### src/rtl/cfgreg_pkg.sv
package cfgreg_pkg;

  typedef enum logic [1:0] {
    SRC_CURRENT = 2'b00,
    SRC_PREV_A  = 2'b01,
    SRC_PREV_B  = 2'b10,
    SRC_UPDATE  = 2'b11
  } cap_src_e;

  typedef enum logic [1:0] {
    OP_UPDATE  = 2'b00,
    OP_CAPTURE = 2'b01,
    OP_SHIFT   = 2'b10
  } op_e;

  function automatic op_e decode_op(input logic shift_nld, input logic capt_nupdt);
    if (shift_nld)       return OP_SHIFT;
    else if (capt_nupdt) return OP_CAPTURE;
    else                 return OP_UPDATE;
  endfunction

endpackage

### src/rtl/cfg_capture_mux.sv
module cfg_capture_mux
  import cfgreg_pkg::*;
#(
  parameter int DATA_W = 39,
  parameter int PREV_W = 31
) (
  input  cap_src_e            src,
  input  logic [DATA_W-1:0]   cur_state,
  input  logic [PREV_W-1:0]   prev_a,
  input  logic [PREV_W-1:0]   prev_b,
  input  logic [DATA_W-1:0]   upd_val,
  output logic [DATA_W-1:0]   cap_val
);

  localparam int PAD_W = DATA_W - PREV_W;

  logic [DATA_W-1:0] prev_a_ext;
  logic [DATA_W-1:0] prev_b_ext;

  generate
    if (PAD_W > 0) begin : g_pad
      assign prev_a_ext = {{PAD_W{1'b0}}, prev_a};
      assign prev_b_ext = {{PAD_W{1'b0}}, prev_b};
    end else begin : g_nopad
      assign prev_a_ext = prev_a[DATA_W-1:0];
      assign prev_b_ext = prev_b[DATA_W-1:0];
    end
  endgenerate

  always_comb begin
    unique case (src)
      SRC_CURRENT: cap_val = cur_state;
      SRC_PREV_A:  cap_val = prev_a_ext;
      SRC_PREV_B:  cap_val = prev_b_ext;
      default:     cap_val = upd_val;
    endcase
  end

endmodule

### src/rtl/cfg_shift_chain.sv
module cfg_shift_chain
  import cfgreg_pkg::*;
#(
  parameter int DATA_W = 39
) (
  input  logic              clk,
  input  logic              rst_n,
  input  logic              sh_en,
  input  logic              cap_en,
  input  logic              din,
  input  logic [DATA_W-1:0] cap_val,
  input  logic              mode_load,
  input  logic [1:0]        mode_in,
  output logic [DATA_W-1:0] sh_q,
  output cap_src_e          mode_q
);

  logic [DATA_W-1:0] sh_d;
  cap_src_e          mode_d;
  logic              sh_ce;

  // next-state logic
  always_comb begin
    sh_ce = sh_en | cap_en;
    if (sh_en) sh_d = {din, sh_q[DATA_W-1:1]};
    else       sh_d = cap_val;
    mode_d = cap_src_e'(mode_in);
  end

  // registers
  always_ff @(posedge clk or negedge rst_n) begin
    if (!rst_n)     sh_q <= '0;
    else if (sh_ce) sh_q <= sh_d;
  end

  always_ff @(posedge clk or negedge rst_n) begin
    if (!rst_n)         mode_q <= SRC_CURRENT;
    else if (mode_load) mode_q <= mode_d;
  end

  AST_SHIFT_MOVE: assert property (@(posedge clk) disable iff (!rst_n)
    sh_en |=> (sh_q[DATA_W-2:0] == $past(sh_q[DATA_W-1:1])) && (sh_q[DATA_W-1] == $past(din)));

  AST_MODE_HOLD: assert property (@(posedge clk) disable iff (!rst_n)
    !mode_load |=> $stable(mode_q));

endmodule

### src/rtl/cfg_update_reg.sv
module cfg_update_reg #(
  parameter int DATA_W  = 39,
  parameter int SEL_BIT = 13,
  parameter int OVR_BIT = 12
) (
  input  logic              clk,
  input  logic              rst_n,
  input  logic              upd_en,
  input  logic [DATA_W-1:0] sh_val,
  input  logic              cfg_sel_pin,
  output logic [DATA_W-1:0] upd_q,
  output logic              eff_sel
);

  localparam int KEEP_W = SEL_BIT + 1;
  localparam logic [DATA_W-1:0] KEEP_MASK = {{(DATA_W-KEEP_W){1'b0}}, {KEEP_W{1'b1}}};

  logic [DATA_W-1:0] upd_d;

  always_comb begin
    upd_d   = sh_val & KEEP_MASK;
    eff_sel = upd_q[OVR_BIT] ? upd_q[SEL_BIT] : cfg_sel_pin;
  end

  always_ff @(posedge clk or negedge rst_n) begin
    if (!rst_n)      upd_q <= '0;
    else if (upd_en) upd_q <= upd_d;
  end

  AST_UPD_HOLD: assert property (@(posedge clk) disable iff (!rst_n)
    !upd_en |=> $stable(upd_q));

  AST_RSVD_ZERO: assert property (@(posedge clk) disable iff (!rst_n)
    upd_en |=> (upd_q[DATA_W-1:KEEP_W] == '0));

endmodule

### src/rtl/cfg_upgrade_regs.sv
module cfg_upgrade_regs
  import cfgreg_pkg::*;
#(
  parameter int DATA_W  = 39,
  parameter int PREV_W  = 31,
  parameter int SEL_BIT = 13,
  parameter int OVR_BIT = 12
) (
  input  logic              clk,
  input  logic              rst_n,
  input  logic              shift_nld,
  input  logic              capt_nupdt,
  input  logic              din,
  output logic              dout,
  input  logic              mode_load,
  input  logic [1:0]        mode_in,
  input  logic [DATA_W-1:0] cur_state,
  input  logic [PREV_W-1:0] prev_a,
  input  logic [PREV_W-1:0] prev_b,
  input  logic              cfg_sel_pin,
  output logic              eff_sel
);

  op_e               op;
  logic              sh_en;
  logic              cap_en;
  logic              upd_en;
  logic [DATA_W-1:0] sh_q;
  logic [DATA_W-1:0] upd_q;
  logic [DATA_W-1:0] cap_val;
  cap_src_e          mode_q;

  always_comb begin
    op     = decode_op(shift_nld, capt_nupdt);
    sh_en  = (op == OP_SHIFT);
    cap_en = (op == OP_CAPTURE);
    upd_en = (op == OP_UPDATE);
  end

  cfg_capture_mux #(.DATA_W(DATA_W), .PREV_W(PREV_W)) u_mux (
    .src       (mode_q),
    .cur_state (cur_state),
    .prev_a    (prev_a),
    .prev_b    (prev_b),
    .upd_val   (upd_q),
    .cap_val   (cap_val)
  );

  cfg_shift_chain #(.DATA_W(DATA_W)) u_chain (
    .clk       (clk),
    .rst_n     (rst_n),
    .sh_en     (sh_en),
    .cap_en    (cap_en),
    .din       (din),
    .cap_val   (cap_val),
    .mode_load (mode_load),
    .mode_in   (mode_in),
    .sh_q      (sh_q),
    .mode_q    (mode_q)
  );

  cfg_update_reg #(.DATA_W(DATA_W), .SEL_BIT(SEL_BIT), .OVR_BIT(OVR_BIT)) u_upd (
    .clk         (clk),
    .rst_n       (rst_n),
    .upd_en      (upd_en),
    .sh_val      (sh_q),
    .cfg_sel_pin (cfg_sel_pin),
    .upd_q       (upd_q),
    .eff_sel     (eff_sel)
  );

  assign dout = sh_q[0];

  AST_UPD_COPY: assert property (@(posedge clk) disable iff (!rst_n)
    upd_en |=> (upd_q[SEL_BIT:0] == $past(sh_q[SEL_BIT:0])));

  AST_CAP_CURRENT: assert property (@(posedge clk) disable iff (!rst_n)
    (cap_en && mode_q == SRC_CURRENT) |=> (sh_q == $past(cur_state)));

  AST_CAP_PREV_PAD: assert property (@(posedge clk) disable iff (!rst_n)
    (cap_en && (mode_q == SRC_PREV_A || mode_q == SRC_PREV_B)) |=> (sh_q[DATA_W-1:PREV_W] == '0));

  AST_CAP_UPDATE: assert property (@(posedge clk) disable iff (!rst_n)
    (cap_en && mode_q == SRC_UPDATE) |=> (sh_q == $past(upd_q)));

endmodule

### config.mk
export PLATFORM = sky130hd
export DESIGN_NAME = cfg_upgrade_regs
export DESIGN_NICKNAME = d
export VERILOG_FILES = /design/src/rtl/cfgreg_pkg.sv /design/src/rtl/cfg_capture_mux.sv /design/src/rtl/cfg_shift_chain.sv /design/src/rtl/cfg_update_reg.sv /design/src/rtl/cfg_upgrade_regs.sv
export SDC_FILE = /design/constraint.sdc
export NUM_CORES = 1
export LEC_CHECK = 0
export BUFFER_PORTS_ARGS = -buffer_cell sky130_fd_sc_hd__buf_4
export CAP_MARGIN = 30
export CELL_PAD_IN_SITES_DETAIL_PLACEMENT = 0
export CELL_PAD_IN_SITES_GLOBAL_PLACEMENT = 2
export CORE_AREA = 2 2 106 108
export DETAILED_ROUTE_END_ITERATION = 6
export DIE_AREA = 0 0 108 110
export PLACE_DENSITY_LB_ADDON = 0.1
export REMOVE_ABC_BUFFERS = 1
export SYNTH_ARGS = -nofsm -noshare
export SYNTH_HDL_FRONTEND = slang
export SYNTH_HIERARCHICAL = 1
export SYNTH_SLANG_ARGS = --single-unit
### constraint.sdc
create_clock -name clk -period 1.7 [get_ports clk]
set_clock_uncertainty 0.15 [all_clocks]
set_input_delay 0.34 -clock clk [delete_from_list [all_inputs] [get_ports clk]]
set_output_delay 0.34 -clock clk [all_outputs]
set_load 0.02 [all_outputs]
==> metrics.txt <==
# TYPE chip_impl_metric gauge
chip_impl_metric{name="non_filler_cell_area_final",unit="um2"} 4473
chip_impl_metric{name="worst_skew_pair.late_latency",unit="ns"} 0.30
chip_impl_metric{name="drive_above_1_share",unit=""} 0.4706
chip_impl_metric{name="number_of_antenna_violations_at_the_first_check_in_global_routing",unit=""} 0
chip_impl_metric{name="drt_drc_violations_left",unit=""} 0
chip_impl_metric{name="critical_path_peak_fanout",unit=""} 2
chip_impl_metric{name="design.die.area",unit="um2"} 11880
chip_impl_metric{name="yosysTopAreaCellShare",unit=""} 0.3931
chip_impl_metric{name="routabilityCongestion",unit=""} 0.7310
chip_impl_info{name="yosys_most_used_dff",value="sky130_fd_sc_hd__dfrtp_1"} 1
chip_impl_metric{name="cell_internal_pwr",unit="mW"} 2.539
chip_impl_metric{name="routed-wl-met2",unit="mm"} 3.788
chip_impl_metric{name="tot_gr_track_use",unit=""} 0.1376
chip_impl_metric{name="cts.path.max_buffers",unit=""} 2
chip_impl_metric{name="finalCritPeriodShare",unit=""} 0.9767
chip_impl_metric{name="max_freq",unit="MHz"} 602.3
chip_impl_metric{name="power.static_leakage",unit="nW"} 2.020
chip_impl_metric{name="switching_share",unit=""} 0.2835
chip_impl_metric{name="area_growth_syn_to_layout",unit="%"} 27.77
chip_impl_metric{name="report.final.hold_viol_count",unit=""} 0
chip_impl_metric{name="timing.critical_path.required",unit="ns"} 1.21
chip_impl_metric{name="routed_via_density",unit=""} 4.685
chip_impl_metric{name="largest_net_degree_at_the_start_of_global_routing",unit=""} 73
chip_impl_info{name="cts_tree",value="done"} 1
chip_impl_info{name="outcome",value="completed"} 1
chip_impl_metric{name="cap_violations",unit=""} 0
chip_impl_metric{name="grt_pass1_vias",unit=""} 2455
chip_impl_metric{name="grt-ovfl-total",unit=""} 0
chip_impl_metric{name="coreArea",unit="um2"} 10700
chip_impl_metric{name="die_height",unit="um"} 110
chip_impl_metric{name="initial_cell_density_of_the_core",unit=""} 0.3273
chip_impl_metric{name="syn_area_per_cell",unit="um2"} 12.37
chip_impl_metric{name="antenna_cells",unit=""} 0
chip_impl_metric{name="route.final.wire_length",unit="mm"} 7.899
chip_impl_info{name="class_of_the_most_critical_setup_path",value="reg -> out"} 1
chip_impl_metric{name="mappedNetlistArea",unit="um2"} 3501
chip_impl_metric{name="clkTransAtPathRegs",unit="ns"} 0.09
chip_impl_info{name="cp-end-kind",value="primary output"} 1
chip_impl_metric{name="slew_violations",unit=""} 0
chip_impl_metric{name="synth.ff_latch_count",unit=""} 55
chip_impl_metric{name="floorplan.io_pins",unit=""} 112
chip_impl_metric{name="dp_worst_setup_slack",unit="ns"} 0.03507
chip_impl_metric{name="seq_power_share",unit=""} 0.498
chip_impl_metric{name="fill_cells",unit=""} 1076
chip_impl_info{name="hold_path_class",value="in -> reg"} 1
chip_impl_metric{name="nNetsFinal",unit=""} 502
chip_impl_metric{name="cts_inserted_buffers",unit=""} 5
chip_impl_metric{name="detailed_place_hpwl",unit="mm"} 5.906
chip_impl_metric{name="wire_length_of_the_first_global_routing_pass",unit="mm"} 12.58
chip_impl_info{name="ys_top_cells_by_area",value="sky130_fd_sc_hd__dfrtp_1, sky130_fd_sc_hd__mux4_2, sky130_fd_sc_hd__mux2i_1, sky130_fd_sc_hd__buf_4, sky130_fd_sc_hd__mux2_2"} 1
chip_impl_metric{name="syn_inst",unit=""} 283
chip_impl_metric{name="pwr-share-comb",unit=""} 0.307
chip_impl_metric{name="buffers_on_ports",unit=""} 111
chip_impl_metric{name="vias",unit=""} 2488
chip_impl_metric{name="min_period",unit="ns"} 1.660
chip_impl_metric{name="endpoints_failing_setup",unit=""} 0
chip_impl_metric{name="wl_met1",unit="mm"} 3.623
chip_impl_metric{name="setup_ws_post_layout",unit="ns"} 0.03961
chip_impl_metric{name="worst-endpoint-arrival",unit="ns"} 1.17
chip_impl_metric{name="p_per_area",unit="nW/um2"} 792.2
chip_impl_metric{name="detailed_place.area",unit="um2"} 4378
chip_impl_metric{name="clkPwrFrac",unit=""} 0.195
chip_impl_metric{name="ys_seq_area_frac",unit=""} 0.3931
chip_impl_info{name="synthTopCellsByCount",value="sky130_fd_sc_hd__dfrtp_1, sky130_fd_sc_hd__mux2i_1, sky130_fd_sc_hd__nand2_1"} 1
chip_impl_info{name="post-synth-top-count-cell",value="sky130_fd_sc_hd__dfrtp_1"} 1
chip_impl_metric{name="number_of_synthesized_flops_with_an_enable_pin",unit=""} 0
chip_impl_info{name="setup.worst_path.start_class",value="register"} 1
chip_impl_info{name="top_layer",value="met4"} 1
chip_impl_metric{name="detailedRoute.firstPassIterationCount",unit=""} 4
chip_impl_metric{name="max-vdd-ir-drop",unit="mV"} 0.3271
chip_impl_info{name="clock-root-buffer",value="sky130_fd_sc_hd__clkbuf_8"} 1
chip_impl_metric{name="antenna_left",unit=""} 0
chip_impl_info{name="setup_repair_after_global_routing_missed_its_margin",value="true"} 1
chip_impl_metric{name="synthArstFlopShare",unit=""} 1.000
chip_impl_metric{name="count_of_routing_violations_after_the_opening_detailed_route_iteration",unit=""} 50
chip_impl_metric{name="post_drt_wl_per_cell",unit="um"} 14.88
chip_impl_metric{name="hold_slack",unit="ns"} 0.1136
chip_impl_metric{name="net-switching-power",unit="mW"} 1.005
chip_impl_metric{name="row_count",unit=""} 38
chip_impl_metric{name="clock_sinks",unit=""} 55
chip_impl_info{name="netlist.top_cell.by_area",value="sky130_fd_sc_hd__dfrtp_1"} 1
chip_impl_metric{name="htree_levels",unit=""} 2
chip_impl_metric{name="detailroute.wirelength.met3",unit="um"} 427
chip_impl_metric{name="setup_tns",unit="ns"} 0
chip_impl_metric{name="synth_warnings",unit=""} 6
chip_impl_metric{name="synth.distinct_cells",unit=""} 19
chip_impl_metric{name="die_w",unit="um"} 108
[registers in the layout (all words and copies together), names as in the netlist]
| signal | count |
|---|---|
| u_chain/mode_q | 2 |
| u_chain/sh_q | 39 |
| u_upd/upd_q | 14 |
[cells by family (layout without fill, tap and decap cells)]
group	after synthesis	count (layout)	share of synthesized area
simple gates	43	43	0.04825
flops	55	55	0.3931
compound gates	47	47	0.07577
other cells	1	25	0.001071
mux	87	87	0.3656
buf+inv	50	134	0.1162
[through the flow]
stage | power [mW] | std cells | utilization
3_3_place_gp | 2.873 | 523 | 0.4092
3_5_place_dp | 2.886 | 523 | 0.4092
2_1_floorplan | 2.400 | 257 | -
5_1_grt | 3.792 | 531 | 0.4181
6_report | 3.544 | 531 | 0.4181
4_1_cts | 3.598 | 531 | 0.4177
[cell usage in the layout, fill, tap and decap left out, drive strengths merged]
cell type    count
nor2             2
clkbuf           6
nor2b            1
o21ai           39
conb            25
dlygate4sd3      1
nand2           39
dfrtp           55
and2             1
buf            127
a22o             8
mux4            31
mux2            17
mux2i           39
[final timing paths]
path                       cells past startpoint               from                to  slack, ns
min in group asynchronous                      2              rst_n  u_chain/sh_q[16]       0.36
max reg2reg                                    4  u_chain/mode_q[0]   u_chain/sh_q[2]       0.05
min                                            3                din  u_chain/sh_q[38]       0.11
max in group asynchronous                      3              rst_n  u_chain/sh_q[34]       0.55
min reg2reg                                    2   u_chain/sh_q[32]  u_chain/sh_q[31]       0.34
max                                            2    u_upd/upd_q[12]           eff_sel       0.04
[cell type report]
| type | count | area [um2] | share of cell area |
|---|---|---|---|
| clock buffers | 6 | 72.57 | 0.01622 |
| flip-flops and latches | 55 | 1379 | 0.3083 |
| well taps | 140 | 175.2 | 0.03916 |
| multi-input cells | 202 | 1821 | 0.4070 |
| repair buffers | 128 | 1026 | 0.2294 |
[timing repair]
item	in CTS	in global routing
hold buffers	1	0
resized for setup	0	4
buffers inserted	1	0
hold endpoints to repair	28	0
endpoints found under the setup margin	1	21
[critical path, cell delays in order, from the launching register on]
cell                      delay, ns
sky130_fd_sc_hd__dfrtp_1       0.38
sky130_fd_sc_hd__mux2_2        0.33
sky130_fd_sc_hd__buf_4         0.16
[power groups by stage]
| stage | Clock [mW] | Combinational, mW | Sequential [mW] |
|---|---|---|---|
| finish | 0.690 | 1.09 | 1.76 |
| CTS | 0.722 | 1.11 | 1.77 |
| detailed placement | 0 | 1.09 | 1.79 |
| global route | 0.778 | 1.21 | 1.81 |
| global placement | 0 | 1.08 | 1.79 |
| floorplan | 0 | 0.615 | 1.79 |
[metal layers]
layer  global-route usage  vias up
met3              0.02410        4
met2               0.2210       65
li1                     -     1203
met5                    0        -
met4              0.03297        0
met1               0.1947     1216
Note: power is estimated with default switching activity, not from simulation.
